--- config.mk ---
export PLATFORM = sky130hd
export DESIGN_NAME = adc_burst_seq
export DESIGN_NICKNAME = d
export VERILOG_FILES = /design/src/rtl/adc_seq_pkg.sv /design/src/rtl/adc_rst_sync.sv /design/src/rtl/adc_conv_unit.sv /design/src/rtl/adc_seq_ctrl.sv /design/src/rtl/adc_accum_win.sv /design/src/rtl/adc_burst_seq.sv
export SDC_FILE = /design/constraint.sdc
export NUM_CORES = 1
export LEC_CHECK = 0
export BUFFER_PORTS_ARGS = -buffer_cell sky130_fd_sc_hd__buf_4
export CAP_MARGIN = 40
export CORE_MARGIN = 1.5
export CORE_UTILIZATION = 44
export CTS_CLUSTER_DIAMETER = 100
export CTS_CLUSTER_SIZE = 10
export DETAILED_ROUTE_END_ITERATION = 10
export PLACE_DENSITY = 0.76
export SYNTH_ARGS = -nofsm -noshare
export SYNTH_HDL_FRONTEND = slang
export SYNTH_SLANG_ARGS = --single-unit
--- constraint.sdc ---
create_clock -name clk -period 4.1 [get_ports clk]
set_input_delay 0.41 -clock clk [delete_from_list [all_inputs] [get_ports clk]]
set_output_delay 0.41 -clock clk [all_outputs]
set_load 0.005 [all_outputs]
--- src/rtl/adc_seq_pkg.sv ---
package adc_seq_pkg;
  localparam int RPT_W  = 7;
  localparam int SEL_W  = 3;

  typedef enum logic [1:0] {
    ST_IDLE  = 2'd0,
    ST_PWRUP = 2'd1,
    ST_TRACK = 2'd2,
    ST_CONV  = 2'd3
  } seq_state_e;

  // codes 1..5 give 4..64 passes, everything else one pass
  function automatic logic [RPT_W-1:0] rpt_count(input logic [SEL_W-1:0] sel);
    logic [RPT_W-1:0] n;
    if (sel >= 3'd1 && sel <= 3'd5) n = RPT_W'(1) << (sel + 3'd1);
    else                            n = RPT_W'(1);
    return n;
  endfunction
endpackage

--- src/rtl/adc_rst_sync.sv ---
module adc_rst_sync (
  input  logic clk,
  input  logic rst_n,
  output logic rst_sync_n
);
  logic [1:0] sh_q;

  always_ff @(posedge clk or negedge rst_n) begin
    if (!rst_n) sh_q <= 2'b00;
    else        sh_q <= {sh_q[0], 1'b1};
  end

  assign rst_sync_n = sh_q[1];
endmodule

--- src/rtl/adc_conv_unit.sv ---
module adc_conv_unit #(
  parameter int DW  = 10,
  parameter int LAT = DW + 1
) (
  input  logic          clk,
  input  logic          rst_n,
  input  logic          go,
  input  logic [DW-1:0] sample,
  output logic          done,
  output logic [DW-1:0] data
);
  localparam int CW = $clog2(LAT);

  logic          act_q, act_d;
  logic [CW-1:0] cnt_q, cnt_d;
  logic [DW-1:0] dat_q;
  logic          dat_en;

  always_comb begin
    act_d  = act_q;
    cnt_d  = cnt_q;
    dat_en = 1'b0;
    if (go) begin
      act_d  = 1'b1;
      cnt_d  = CW'(LAT - 1);
      dat_en = 1'b1;
    end else if (act_q) begin
      if (cnt_q == '0) act_d = 1'b0;
      else             cnt_d = cnt_q - 1'b1;
    end
  end

  always_ff @(posedge clk or negedge rst_n) begin
    if (!rst_n) begin
      act_q <= 1'b0;
      cnt_q <= '0;
      dat_q <= '0;
    end else begin
      act_q <= act_d;
      cnt_q <= cnt_d;
      if (dat_en) dat_q <= sample;
    end
  end

  assign done = act_q && (cnt_q == '0);
  assign data = dat_q;

  AST_GO_WHILE_IDLE: assert property (@(posedge clk) disable iff (!rst_n)
    go |-> !act_q);
endmodule

--- src/rtl/adc_seq_ctrl.sv ---
module adc_seq_ctrl
  import adc_seq_pkg::*;
#(
  parameter int PW   = 8,
  parameter int TW   = 4,
  parameter int XTRA = 3
) (
  input  logic             clk,
  input  logic             rst_n,
  input  logic             start,
  input  logic             burst_en,
  input  logic             stay_on,
  input  logic             extra_track,
  input  logic [PW-1:0]    pwr_time,
  input  logic [TW-1:0]    trk_time,
  input  logic [SEL_W-1:0] rpt_sel,
  input  logic             conv_done,
  output logic             conv_go,
  output logic             acc_clr,
  output logic             acc_add,
  output logic             acc_fin,
  output logic             pwr_on,
  output logic             busy,
  output logic             ovr_set
);
  localparam int TMW = (PW > TW + 2) ? PW : TW + 2;

  seq_state_e       state_q, state_d;
  logic [TMW-1:0]   tmr_q, tmr_d;
  logic [RPT_W-1:0] cnt_q, cnt_d;
  logic [RPT_W-1:0] tgt_q;
  logic             burst_q;
  logic             pwr_q, pwr_d;
  logic             cfg_en;
  logic [TMW-1:0]   trk_load;
  logic [TMW-1:0]   pwr_load;
  logic [RPT_W-1:0] cnt_inc;

  assign trk_load = TMW'(trk_time) + (extra_track ? TMW'(XTRA) : '0);
  assign pwr_load = TMW'(pwr_time);
  assign cnt_inc  = cnt_q + 1'b1;

  always_comb begin
    state_d = state_q;
    tmr_d   = tmr_q;
    cnt_d   = cnt_q;
    pwr_d   = pwr_q;
    cfg_en  = 1'b0;
    conv_go = 1'b0;
    acc_clr = 1'b0;
    acc_add = 1'b0;
    acc_fin = 1'b0;
    case (state_q)
      ST_IDLE: begin
        if (start) begin
          pwr_d = 1'b1;
          if (cnt_q == '0) begin
            cfg_en  = 1'b1;
            acc_clr = 1'b1;
          end
          if (pwr_q) begin
            state_d = ST_TRACK;
            tmr_d   = trk_load;
          end else begin
            state_d = ST_PWRUP;
            tmr_d   = pwr_load;
          end
        end
      end
      ST_PWRUP: begin
        if (tmr_q == '0) begin
          state_d = ST_TRACK;
          tmr_d   = trk_load;
        end else begin
          tmr_d = tmr_q - 1'b1;
        end
      end
      ST_TRACK: begin
        if (tmr_q == '0) begin
          state_d = ST_CONV;
          conv_go = 1'b1;
        end else begin
          tmr_d = tmr_q - 1'b1;
        end
      end
      ST_CONV: begin
        if (conv_done) begin
          acc_add = 1'b1;
          if (cnt_inc == tgt_q) begin
            acc_fin = 1'b1;
            cnt_d   = '0;
            state_d = ST_IDLE;
            pwr_d   = stay_on;
          end else begin
            cnt_d = cnt_inc;
            if (burst_q) begin
              state_d = ST_TRACK;
              tmr_d   = trk_load;
            end else begin
              state_d = ST_IDLE;
              pwr_d   = stay_on;
            end
          end
        end
      end
      default: state_d = ST_IDLE;
    endcase
  end

  always_ff @(posedge clk or negedge rst_n) begin
    if (!rst_n) begin
      state_q <= ST_IDLE;
      tmr_q   <= '0;
      cnt_q   <= '0;
      tgt_q   <= RPT_W'(1);
      burst_q <= 1'b0;
      pwr_q   <= 1'b0;
    end else begin
      state_q <= state_d;
      tmr_q   <= tmr_d;
      cnt_q   <= cnt_d;
      pwr_q   <= pwr_d;
      if (cfg_en) begin
        tgt_q   <= rpt_count(rpt_sel);
        burst_q <= burst_en;
      end
    end
  end

  assign pwr_on  = pwr_q;
  assign busy    = (state_q != ST_IDLE);
  assign ovr_set = start && (state_q != ST_IDLE);

  AST_WAKE_FROM_OFF: assert property (@(posedge clk) disable iff (!rst_n)
    (state_q == ST_IDLE && start && !pwr_q) |=> (state_q == ST_PWRUP));
  AST_SKIP_WHEN_ON: assert property (@(posedge clk) disable iff (!rst_n)
    (state_q == ST_IDLE && start && pwr_q) |=> (state_q == ST_TRACK));
  AST_DONE_IN_CONV: assert property (@(posedge clk) disable iff (!rst_n)
    conv_done |-> (state_q == ST_CONV));
  AST_IDLE_IGNORES: assert property (@(posedge clk) disable iff (!rst_n)
    (state_q == ST_CONV && start && !conv_done) |=> (state_q == ST_CONV));
endmodule

--- src/rtl/adc_accum_win.sv ---
module adc_accum_win #(
  parameter int DW = 10,
  parameter int AW = 16
) (
  input  logic          clk,
  input  logic          rst_n,
  input  logic          clr,
  input  logic          add,
  input  logic          fin,
  input  logic [DW-1:0] data,
  input  logic [AW-1:0] win_lo,
  input  logic [AW-1:0] win_hi,
  input  logic          ovr_set,
  input  logic          flag_clr,
  output logic [AW-1:0] result,
  output logic          eoc_flag,
  output logic          win_hit,
  output logic          overrun
);
  logic [AW-1:0] acc_q, acc_d;
  logic [AW-1:0] res_q;
  logic [AW-1:0] sum_w;
  logic          in_win;
  logic          eoc_q, eoc_d;
  logic          win_q, win_d;
  logic          ovr_q, ovr_d;
  logic          acc_en;

  assign sum_w  = acc_q + AW'(data);
  assign in_win = (sum_w >= win_lo) && (sum_w <= win_hi);

  always_comb begin
    acc_en = clr || add;
    acc_d  = clr ? '0 : sum_w;
    eoc_d  = (flag_clr ? 1'b0 : eoc_q) | fin;
    win_d  = (flag_clr ? 1'b0 : win_q) | (fin & in_win);
    ovr_d  = (flag_clr ? 1'b0 : ovr_q) | ovr_set;
  end

  always_ff @(posedge clk or negedge rst_n) begin
    if (!rst_n) begin
      acc_q <= '0;
      res_q <= '0;
      eoc_q <= 1'b0;
      win_q <= 1'b0;
      ovr_q <= 1'b0;
    end else begin
      if (acc_en) acc_q <= acc_d;
      if (fin)    res_q <= sum_w;
      eoc_q <= eoc_d;
      win_q <= win_d;
      ovr_q <= ovr_d;
    end
  end

  assign result   = res_q;
  assign eoc_flag = eoc_q;
  assign win_hit  = win_q;
  assign overrun  = ovr_q;

  AST_EOC_AFTER_FIN: assert property (@(posedge clk) disable iff (!rst_n)
    $rose(eoc_q) |-> $past(fin));
  AST_WIN_WITH_EOC: assert property (@(posedge clk) disable iff (!rst_n)
    win_q |-> eoc_q);
  AST_CLR_FLAGS: assert property (@(posedge clk) disable iff (!rst_n)
    (flag_clr && !fin && !ovr_set) |=> (!eoc_q && !win_q && !ovr_q));
  AST_RESULT_HOLD: assert property (@(posedge clk) disable iff (!rst_n)
    !fin |=> $stable(res_q));
endmodule

--- src/rtl/adc_burst_seq.sv ---
module adc_burst_seq
  import adc_seq_pkg::*;
#(
  parameter int DW   = 10,
  parameter int AW   = 16,
  parameter int PW   = 8,
  parameter int TW   = 4,
  parameter int XTRA = 3
) (
  input  logic             clk,
  input  logic             rst_n,
  input  logic             start,
  input  logic             burst_en,
  input  logic             stay_on,
  input  logic             extra_track,
  input  logic [PW-1:0]    pwr_time,
  input  logic [TW-1:0]    trk_time,
  input  logic [SEL_W-1:0] rpt_sel,
  input  logic [DW-1:0]    sample_in,
  input  logic [AW-1:0]    win_lo,
  input  logic [AW-1:0]    win_hi,
  input  logic             flag_clr,
  output logic [AW-1:0]    result,
  output logic             eoc_flag,
  output logic             win_hit,
  output logic             overrun,
  output logic             conv_on,
  output logic             busy
);
  localparam int CONV_LAT = DW + 1;

  logic          rst_s_n;
  logic          conv_go, conv_done;
  logic [DW-1:0] conv_data;
  logic          acc_clr, acc_add, acc_fin;
  logic          ovr_set;

  adc_rst_sync u_rst (
    .clk        (clk),
    .rst_n      (rst_n),
    .rst_sync_n (rst_s_n)
  );

  adc_seq_ctrl #(.PW(PW), .TW(TW), .XTRA(XTRA)) u_ctrl (
    .clk         (clk),
    .rst_n       (rst_s_n),
    .start       (start),
    .burst_en    (burst_en),
    .stay_on     (stay_on),
    .extra_track (extra_track),
    .pwr_time    (pwr_time),
    .trk_time    (trk_time),
    .rpt_sel     (rpt_sel),
    .conv_done   (conv_done),
    .conv_go     (conv_go),
    .acc_clr     (acc_clr),
    .acc_add     (acc_add),
    .acc_fin     (acc_fin),
    .pwr_on      (conv_on),
    .busy        (busy),
    .ovr_set     (ovr_set)
  );

  adc_conv_unit #(.DW(DW), .LAT(CONV_LAT)) u_conv (
    .clk    (clk),
    .rst_n  (rst_s_n),
    .go     (conv_go),
    .sample (sample_in),
    .done   (conv_done),
    .data   (conv_data)
  );

  adc_accum_win #(.DW(DW), .AW(AW)) u_acc (
    .clk      (clk),
    .rst_n    (rst_s_n),
    .clr      (acc_clr),
    .add      (acc_add),
    .fin      (acc_fin),
    .data     (conv_data),
    .win_lo   (win_lo),
    .win_hi   (win_hi),
    .ovr_set  (ovr_set),
    .flag_clr (flag_clr),
    .result   (result),
    .eoc_flag (eoc_flag),
    .win_hit  (win_hit),
    .overrun  (overrun)
  );

  AST_OVERRUN_SET: assert property (@(posedge clk) disable iff (!rst_s_n)
    (busy && start) |=> overrun);
  AST_EOC_AT_IDLE: assert property (@(posedge clk) disable iff (!rst_s_n)
    $rose(eoc_flag) |-> !busy);
endmodule

==> impl_metrics.env, run 1 <==
export IMPL_placedCellCount=767
export IMPL_drive_above_1_share_pct=23.6
export IMPL_slew_violations=0
export IMPL_boundaryPins=85
export IMPL_stdcell_count=784
export IMPL_hp_class="reg2async"
export IMPL_path_class="reg2reg"
export IMPL_root_buffer="clkbuf_16"
export IMPL_fin_hold_ws_ns=0.217
export IMPL_required_ns=4.31
export IMPL_relSlewSlack_pct=46.5
export IMPL_diodes=0
export IMPL_clockBufferDepth=2
export IMPL_drt_iter0_markers=219
export IMPL_synth_flop_cell="dfrtp_1"
export IMPL_min_period_ns=3.69
export IMPL_routed_wl_um=12100
export IMPL_synth_edf_count=0
export IMPL_synthArstFlopShare_pct=100
export IMPL_crit_arrival_ns=3.90
export IMPL_ctsResizeCount=0
export IMPL_synth_area_sq_um=5300
export IMPL_end_kind="register"
export IMPL_ys_types=72
export IMPL_tightest_slew_ns=0.799
export IMPL_vias_per_cell=5.50
export IMPL_yosysSeqAreaShare_pct=36.9
export IMPL_cp_max_fo=6
export IMPL_die_height_um=113
export IMPL_cts_inserted_buffers=9
export IMPL_synth_warnings=0
export IMPL_synthCells=549
export IMPL_fmax_mhz=271
export IMPL_grt_setup_unrepaired="no"
export IMPL_period_share_pct=90.1
export IMPL_drt_met1_wl_um=5410
export IMPL_setup_viol=0
export IMPL_cts_clk_slew_worst_paths_ns=0.06
export IMPL_syn_to_final_growth_pct=20.7
export IMPL_cts_tree="yes"
export IMPL_cts_sinks=78
export IMPL_final_hold_violation_count=0
export IMPL_grt_antenna_before_repair=0
export IMPL_finClkSkew_ns=0.00506
export IMPL_firstDrtPassIters=4
export IMPL_post_cts_repair_setup_buffers=0
export IMPL_synth_nets=669
export IMPL_route_detailed_drc=0
export IMPL_grt_pass1_vias=4454
export IMPL_initial_core_util_pct=45.8
export IMPL_ff2ff_path_depth=14
export IMPL_layout_nets=756
export IMPL_wl_met3_um=363
export IMPL_ctsHoldBuffers=1
export IMPL_dieArea_sq_um=12700
export IMPL_synth_seq_cells=78
export IMPL_fin_tns_setup_ns=0
export IMPL_grt_pass1_wl_um=20600
export IMPL_fillers=1009
export IMPL_power_density_nw_per_um2=830
export IMPL_dpl_hpwl_um=9130
export IMPL_multi_input_area_sq_um=3060
export IMPL_routed_top_layer="met4"
export IMPL_grt_max_degree=58
export IMPL_core_sq_um=11600
export IMPL_std_cell_rows=39
export IMPL_port_buffers=84
export IMPL_layout_commonest_cell="buf_4"
export IMPL_status="completed"
export IMPL_vias=4309
export IMPL_wl_met2_um=6070
export IMPL_clk_latency_ns=0.34
export IMPL_power_total_w=0.00531
export IMPL_wl_per_cell_um=15.4
export IMPL_maxCapViolCount=0
export IMPL_cts_max_level=3
export IMPL_power_leakage_nw=3.14
export IMPL_register_area_sq_um=1960
export IMPL_mostFrequentLayoutCells="buf_4 (88), dfrtp_1 (76), inv_1 (55)"
export IMPL_ir_worst_vdd_v=0.000354
export IMPL_grt_overflow=0
export IMPL_ant_nets=0
export IMPL_avgSynthCellArea_sq_um=9.65
export IMPL_place_congestion=0.848
export IMPL_track_usage_pct=20.1
export IMPL_fp_dieW_um=113
export IMPL_start_kind="register"
final timing paths:
kind | from | end | slack, ns
setup / recovery | u_conv.data[0]$_DFFE_PN0P_ | u_acc.win_hit$_DFF_PN0_ | 0.41
hold / removal | u_rst.sh_q[1]$_DFF_PN0_ | u_ctrl.tgt_q[1]$_DFFE_PN0P_ | 0.22
setup reg to reg | u_conv.data[0]$_DFFE_PN0P_ | u_acc.win_hit$_DFF_PN0_ | 0.41
hold reg to reg | u_rst.sh_q[1]$_DFF_PN0_ | u_ctrl.tgt_q[1]$_DFFE_PN0P_ | 0.22
max in group asynchronous | u_rst.sh_q[1]$_DFF_PN0_ | u_acc.acc_q[9]$_DFFE_PN0P_ | 3.31
min in group clk | flag_clr | u_acc.eoc_flag$_DFF_PN0_ | 0.28
through the flow:
step / setup slack (ns) / cell area, sq um / util (%)
global placement: 0.561 / 6070 / 52.5
floorplan: 0.975 / 5300 / -
CTS: 0.457 / 6390 / 55.3
detailed placement: 0.535 / 6100 / 52.7
finish: 0.406 / 6390 / 55.3
global route: 0.105 / 6390 / 55.3
worst max-delay path, cell delays in order (launching register included):
cell       delay (ns)
dfrtp_1          0.35
ha_1             0.18
inv_1            0.06
fa_1             0.40
nor2b_1          0.17
o31a_1           0.23
o2111ai_1        0.31
a211oi_1         0.37
xor2_1           0.40
ha_1             0.33
nand4_1          0.12
nor2_1           0.08
a221oi_1         0.29
o211a_1          0.22
a221oi_2         0.06
flip-flops by register name, indices dropped and copies added (netlist names):
signal / count
u_conv.cnt_q: 4
u_acc.eoc_flag: 1
u_acc.win_hit: 1
u_ctrl.tgt_q: 7
u_conv.act_q: 1
u_acc.result: 16
u_conv.data: 10
u_ctrl.pwr_on: 1
u_rst.sh_q: 2
u_ctrl.burst_q: 1
u_acc.overrun: 1
u_acc.acc_q: 16
u_ctrl.tmr_q: 8
u_ctrl.cnt_q: 7
u_ctrl.state_q: 2
Yosys cell counts (all sizes together) (6+ instances only):
cell type	number	area share, %
a21o	7	0.99
nor3	8	0.97
a22o	11	1.8
dfrtp	77	36
nand2	43	3.2
a21oi	34	3.3
xnor2	22	3.8
buf	9	1.1
o21a	6	0.85
nor2	41	2.9
nand4	7	0.83
mux2	29	6.7
o21ai	29	2.7
inv	57	4.0
nor2b	9	1.1
nand3	9	0.85
a211oi	6	0.85
ha	54	13
xor2	9	1.5
area by class of cell:
type	instances	share of cell area [%]
Clock buffer	10	3.74
Clock inverter	6	0.705
Inverter	57	3.35
Multi-Input combinational cell	400	47.9
Sequential cell	78	30.6
Tap cell	143	2.80
Timing Repair Buffer	90	10.9
power by group:
part,internal [W],switching [W],leakage (nW)
Sequential,0.000982,0.000185,0.928
Clock,0.000429,0.000327,0.132
Combinational,0.00145,0.00193,2.08
cells by family (layout without fill, tap and decap cells):
family	after synthesis	after routing	synth area share [%]
compound gates	130	130	17.0
xor+xnor	31	31	5.27
fa+ha+maj	56	56	13.5
buf+inv	71	163	5.48
flops	78	78	36.9
mux	31	31	7.11
other cells	1	1	0.0708
simple gates	151	151	14.7
layer usage:
| layer | vias to the layer above | global-route usage (%) |
|---|---|---|
| li1 | 2126 | - |
| met1 | 2083 | 26.0 |
| met2 | 78 | 34.2 |
| met3 | 22 | 2.95 |
| met4 | 0 | 8.02 |
| met5 | - | 0 |
Note: power is estimated with default switching activity, not from simulation.
==> inputs of run 2 (changes only) <==
--- a/config.mk
+++ b/config.mk
@@ -8,11 +8,12 @@
 export BUFFER_PORTS_ARGS = -buffer_cell sky130_fd_sc_hd__buf_4
 export CAP_MARGIN = 40
 export CORE_MARGIN = 1.5
-export CORE_UTILIZATION = 44
+export CORE_UTILIZATION = 58
 export CTS_CLUSTER_DIAMETER = 100
 export CTS_CLUSTER_SIZE = 10
 export DETAILED_ROUTE_END_ITERATION = 10
-export PLACE_DENSITY = 0.76
+export PLACE_DENSITY = 0.93
+export SKIP_CTS_REPAIR_TIMING = 1
 export SYNTH_ARGS = -nofsm -noshare
 export SYNTH_HDL_FRONTEND = slang
 export SYNTH_SLANG_ARGS = --single-unit
==> run 2 against run 1 <==
  * Non-clock buffer count did not move
  * Setup slack improved by 0.052 ns
  * Critical path depth did not move
  * Power fell by 0.24%
  * Utilization rose by 16 points
  * Design area fell by 2.0%
  * Final cell count fell by 4.5%
  * Combinational power rose by 4%
  * Clock power fell by 21%
  * The flow now finishes with violations (DRC)
==> impl_metrics.env, run 2 (synthesis results as in run 1) <==
export IMPL_status="finished with violations"
export IMPL_violations="DRC"
export IMPL_vias=4565
export IMPL_mostFrequentLayoutCells="buf_4 (88), dfrtp_1 (76), inv_1 (55)"
export IMPL_path_class="reg2reg"
export IMPL_fp_dieW_um=98.6
export IMPL_wl_per_cell_um=17.0
export IMPL_dieArea_sq_um=9720
export IMPL_fmax_mhz=275
export IMPL_crit_top_cell="ha_1"
export IMPL_end_kind="register"
export IMPL_grt_antenna_before_repair=0
export IMPL_route_detailed_drc=1
export IMPL_maxCapViolCount=0
export IMPL_path_cells="ha_1, inv_1, fa_1, nor2b_1, o31a_1, o2111ai_1, a211oi_1, xor2_1, ha_1, nand4_1, nor2_1, a221oi_1, o211a_1, a221oi_2"
export IMPL_fin_hold_ws_ns=0.270
export IMPL_tightest_slew_ns=0.798
export IMPL_clkPwrFrac_pct=11.3
export IMPL_power_leakage_nw=3.11
export IMPL_grt_max_degree=40
export IMPL_die_height_um=98.6
export IMPL_critPathTopFamily="compound AO/OA/AOI/OAI gates"
export IMPL_setup_viol=0
export IMPL_port_buffers=84
export IMPL_firstDrtPassIters=11
export IMPL_switching_share_pct=48.1
export IMPL_diodes=0
export IMPL_layout_commonest_cell="buf_4"
export IMPL_slew_violations=0
export IMPL_clockBufferDepth=2
export IMPL_vias_per_cell=6.09
export IMPL_core_sq_um=8810
export IMPL_min_period_ns=3.64
export IMPL_p_switching_w=0.00255
export IMPL_layout_nets=756
export IMPL_dpl_hpwl_um=9540
export IMPL_comb_power_share_pct=66.3
export IMPL_place_congestion=0.892
export IMPL_initial_core_util_pct=60.2
export IMPL_cpPeakStageDelay_ns=0.41
export IMPL_clk_latency_ns=0.37
export IMPL_cts_max_level=3
export IMPL_slowest_stage="fa_1"
export IMPL_power_density_nw_per_um2=845
export IMPL_worst_path_buf_inv=1
export IMPL_p_int_w=0.00275
export IMPL_cp_max_fo=6
export IMPL_power_frac_seq_pct=22.3
export IMPL_drt_iter0_markers=240
export IMPL_std_cell_rows=34
export IMPL_root_buffer="clkbuf_8"
export IMPL_cts_inserted_buffers=9
export IMPL_period_share_pct=88.8
export IMPL_cts_tree="yes"
export IMPL_grt_setup_unrepaired="no"
export IMPL_boundaryPins=85
export IMPL_cts_sinks=78
export IMPL_start_kind="register"
export IMPL_final_hold_violation_count=0
export IMPL_fin_area_sq_um=6270
export IMPL_routed_wl_um=12700
export IMPL_fin_tns_setup_ns=0
export IMPL_drive_above_1_share_pct=23.7
export IMPL_crit_arrival_ns=3.88
export IMPL_cts_clk_slew_worst_paths_ns=0.09
export IMPL_track_usage_pct=27.0
export IMPL_finClkSkew_ns=0.0120
export IMPL_grt_pass1_vias=4585
export IMPL_placed_area_sq_um=6050
export IMPL_hp_class="in2reg"
export IMPL_grt_pass1_wl_um=20900
export IMPL_required_ns=4.33
export IMPL_grt_overflow=0
export IMPL_syn_to_final_growth_pct=18.3
export IMPL_ant_nets=0
export IMPL_ir_worst_vdd_v=0.000513
export IMPL_relSlewSlack_pct=46.8
[run 2: cell types whose count changed in the layout (fill, tap and decap cells not counted), sizes merged]
cell      previous run  this run
clkinv               1         2
clkinvlp             3         1
bufinv               0         1
clkbuf              10         9
inv                 59        60
[run 2: path summary, 6_finish.rpt]
kind / startpoint / to / slack, ns / cells past startpoint
max: u_conv.data[0]$_DFFE_PN0P_ / u_acc.win_hit$_DFF_PN0_ / 0.46 / 14
min: sample_in[3] / u_conv.data[3]$_DFFE_PN0P_ / 0.27 / 2
max reg2reg: u_conv.data[0]$_DFFE_PN0P_ / u_acc.win_hit$_DFF_PN0_ / 0.46 / 14
min reg2reg: u_rst.sh_q[1]$_DFF_PN0_ / u_acc.acc_q[6]$_DFFE_PN0P_ / 0.31 / 0
max in group asynchronous: u_rst.sh_q[1]$_DFF_PN0_ / u_ctrl.tgt_q[0]$_DFFE_PN1P_ / 3.15 / 1
min in group asynchronous: u_rst.sh_q[1]$_DFF_PN0_ / u_acc.acc_q[6]$_DFFE_PN0P_ / 0.31 / 0
[run 2: through the flow]
step / utilization, % / instances / total power [W] / setup slack, ns
6_report: 71.2 / 749 / 0.00529 / 0.458
5_1_grt: 71.2 / 749 / 0.00572 / 0.207
4_1_cts: 71.0 / 748 / 0.00522 / 0.337
3_5_place_dp: 68.7 / 732 / 0.00457 / 0.499
3_3_place_gp: 68.4 / 730 / 0.00431 / 0.609
2_1_floorplan: - / 549 / 0.00369 / 0.975
[run 2: layer usage]
metal  routed length, um  up-vias  track usage, %  part of all wire [%]
met5                   0        -               0                     0
met1                5050     2221            32.0                    40
li1                    -     2121               -                     -
met4                 430        0            11.9                   3.4
met2                6580      173            48.0                    52
met3                 675       50            5.11                   5.3
[run 2: power groups by stage]
stage,combinational [W],clock [W],sequential (W)
after floorplan,0.00256,0,0.00113
after detailed placement,0.00339,0,0.00118
final,0.00351,0.000600,0.00118
after global routing,0.00388,0.000641,0.00121
after CTS,0.00343,0.000606,0.00117
after global placement,0.00314,0,0.00116
[run 2: final cells by class]
type | count | area, sq um
clock buffer | 9 | 124
fill | 631 | 2540
sequential | 78 | 1960
inverter | 57 | 214
clock inverter | 7 | 77.6
timing repair buffer | 90 | 691
tap | 108 | 135
multi-input combinational | 400 | 3070
==> inputs of run 3 (changes only) <==
--- a/config.mk
+++ b/config.mk
@@ -8,11 +8,11 @@
 export BUFFER_PORTS_ARGS = -buffer_cell sky130_fd_sc_hd__buf_4
 export CAP_MARGIN = 40
 export CORE_MARGIN = 1.5
-export CORE_UTILIZATION = 58
+export CORE_UTILIZATION = 54
 export CTS_CLUSTER_DIAMETER = 100
 export CTS_CLUSTER_SIZE = 10
 export DETAILED_ROUTE_END_ITERATION = 10
-export PLACE_DENSITY = 0.93
+export PLACE_DENSITY = 0.88
 export SKIP_CTS_REPAIR_TIMING = 1
 export SYNTH_ARGS = -nofsm -noshare
 export SYNTH_HDL_FRONTEND = slang
==> run 3 against run 2 <==
  * The run now ends clean
  * Final cell count grew 2.8%
  * Clock power is essentially flat
  * Clock skew grew 0.0014 ns
  * Count of clock-buffer cells in the layout grew 1
  * First-iteration DRC count shrank 20%
  * Register-to-register slack lost 0.05 ns
  * Design area grew 0.40%
  * Sequential share of layout area shrank 0.12 points
  * Die area grew 7.2%
  * Highest routed layer unchanged
  * Sequential cell count is the same
  * Power shrank 0.79%
==> impl_metrics.env, run 3 (synthesis results as in run 1) <==
export IMPL_status="completed"
export IMPL_start_kind="register"
export IMPL_cts_clk_slew_worst_paths_ns=0.08
export IMPL_diodes=0
export IMPL_tightest_slew_ns=0.816
export IMPL_cts_inserted_buffers=9
export IMPL_ant_nets=0
export IMPL_power_density_nw_per_um2=835
export IMPL_fin_tns_setup_ns=0
export IMPL_stdcell_count=770
export IMPL_std_cell_rows=35
export IMPL_root_buffer="clkbuf_8"
export IMPL_cp_max_fo=6
export IMPL_firstDrtPassIters=5
export IMPL_fp_dieW_um=102
export IMPL_cts_tree="yes"
export IMPL_fmax_mhz=271
export IMPL_path_class="reg2reg"
export IMPL_place_congestion=0.851
export IMPL_cpPeakStageDelay_ns=0.41
export IMPL_grt_overflow=0
export IMPL_initial_core_util_pct=56.5
export IMPL_wl_per_cell_um=16.1
export IMPL_end_kind="register"
export IMPL_vias=4451
export IMPL_clockBufferDepth=2
export IMPL_drt_iter0_markers=191
export IMPL_layout_nets=756
export IMPL_finClkSkew_ns=0.0135
export IMPL_final_hold_violation_count=0
export IMPL_core_sq_um=9370
export IMPL_power_leakage_nw=3.11
export IMPL_ir_worst_vdd_v=0.000440
export IMPL_grt_antenna_before_repair=0
export IMPL_track_usage_pct=25.2
export IMPL_setup_viol=0
export IMPL_drive_above_1_share_pct=23.4
export IMPL_route_detailed_drc=0
export IMPL_cts_sinks=78
export IMPL_grt_pass1_vias=4496
export IMPL_relSlewSlack_pct=45.4
export IMPL_fillers=716
export IMPL_slowest_stage="a211oi_1"
export IMPL_port_buffers=84
export IMPL_min_period_ns=3.69
export IMPL_maxCapViolCount=0
export IMPL_placedCellCount=753
export IMPL_mostFrequentLayoutCells="buf_4 (88), dfrtp_1 (76), inv_1 (55)"
export IMPL_crit_arrival_ns=3.93
export IMPL_grt_setup_unrepaired="no"
export IMPL_dieArea_sq_um=10400
export IMPL_routed_wl_um=12400
export IMPL_boundaryPins=85
export IMPL_dpl_hpwl_um=9310
export IMPL_required_ns=4.34
export IMPL_hp_class="in2reg"
export IMPL_syn_to_final_growth_pct=18.7
export IMPL_vias_per_cell=5.78
export IMPL_clk_latency_ns=0.37
export IMPL_crit_top_cell="ha_1"
export IMPL_die_height_um=102
export IMPL_period_share_pct=90.0
export IMPL_grt_max_degree=52
export IMPL_slew_violations=0
export IMPL_cts_max_level=3
export IMPL_layout_commonest_cell="buf_4"
export IMPL_path_cells="ha_1, inv_1, fa_1, nor2b_1, o31a_1, o2111ai_1, a211oi_1, xor2_1, ha_1, nand4_1, nor2_1, a221oi_1, o211a_1, a221oi_2"
export IMPL_grt_pass1_wl_um=20600
==> run 3: cell count changes in the layout (fill, tap and decap cells not counted), sizes merged <==
| cell | before | now |
|---|---|---|
| clkbuf | 9 | 10 |
| clkinvlp | 1 | 2 |
| inv | 60 | 58 |
==> run 3: critical path, delay by kind of cell, from the launching register on <==
kind / cells / cell delay (ns)
DFF: 1 / 0.36
buffers and inverters: 1 / 0.06
AOI/OAI and AO/OA: 6 / 1.51
adders and majority gates: 3 / 0.90
xor gates and xnor gates: 1 / 0.39
and+or+nand+nor: 3 / 0.35
==> run 3: final cells by class <==
cell class              instances  area (sq um)  share of cell area (%)
multi-input cells             400          3060                    48.7
repair buffers                 90           698                    11.1
inverters                      57           214                    3.40
well taps                     129           161                    2.57
flip-flops and latches         78          1960                    31.1
clock inverters                 6          71.3                    1.13
clock buffers                  10           128                    2.03
==> run 3: worst paths after layout <==
| check | startpoint | end | slack [ns] | cells after the start |
|---|---|---|---|---|
| max in group asynchronous | u_rst.sh_q[1]$_DFF_PN0_ | u_ctrl.tgt_q[0]$_DFFE_PN1P_ | 3.25 | 1 |
| worst max-delay path | u_conv.data[0]$_DFFE_PN0P_ | u_acc.win_hit$_DFF_PN0_ | 0.41 | 14 |
| min in group asynchronous | u_rst.sh_q[1]$_DFF_PN0_ | u_conv.data[4]$_DFFE_PN0P_ | 0.25 | 0 |
| worst max register to register | u_conv.data[0]$_DFFE_PN0P_ | u_acc.win_hit$_DFF_PN0_ | 0.41 | 14 |
| worst min register to register | u_rst.sh_q[1]$_DFF_PN0_ | u_conv.data[4]$_DFFE_PN0P_ | 0.25 | 0 |
| worst min-delay path | flag_clr | u_acc.eoc_flag$_DFF_PN0_ | 0.24 | 2 |
==> run 3: power breakdown <==
part	total [W]	switching, W	internal (W)
Clock	0.000599	0.000314	0.000286
Combinational	0.00348	0.00200	0.00148
Sequential	0.00117	0.000191	0.000980
Total	0.00525	0.00251	0.00274
==> run 3: layer usage <==
layer	wire length [um]	share of wire, %	vias to the layer above	global-route usage, %
li1	-	-	2127	-
met1	5200	42	2148	31.8
met2	6290	51	141	43.0
met3	559	4.5	35	3.69
met4	354	2.9	0	11.5
met5	0	0	-	0
==> run 3: stage by stage <==
stage | setup WS (ns) | power [W] | hold WS [ns] | utilization (%) | instance area [sq um]
2_1_floorplan | 0.975 | 0.00369 | 0.114 | - | 5300
3_3_place_gp | 0.653 | 0.00430 | 0.192 | 64.5 | 6050
3_5_place_dp | 0.511 | 0.00457 | 0.195 | 64.9 | 6080
4_1_cts | 0.465 | 0.00519 | -0.192 | 67.0 | 6280
5_1_grt | 0.0999 | 0.00570 | 0.266 | 67.1 | 6290
6_report | 0.410 | 0.00525 | 0.242 | 67.1 | 6290
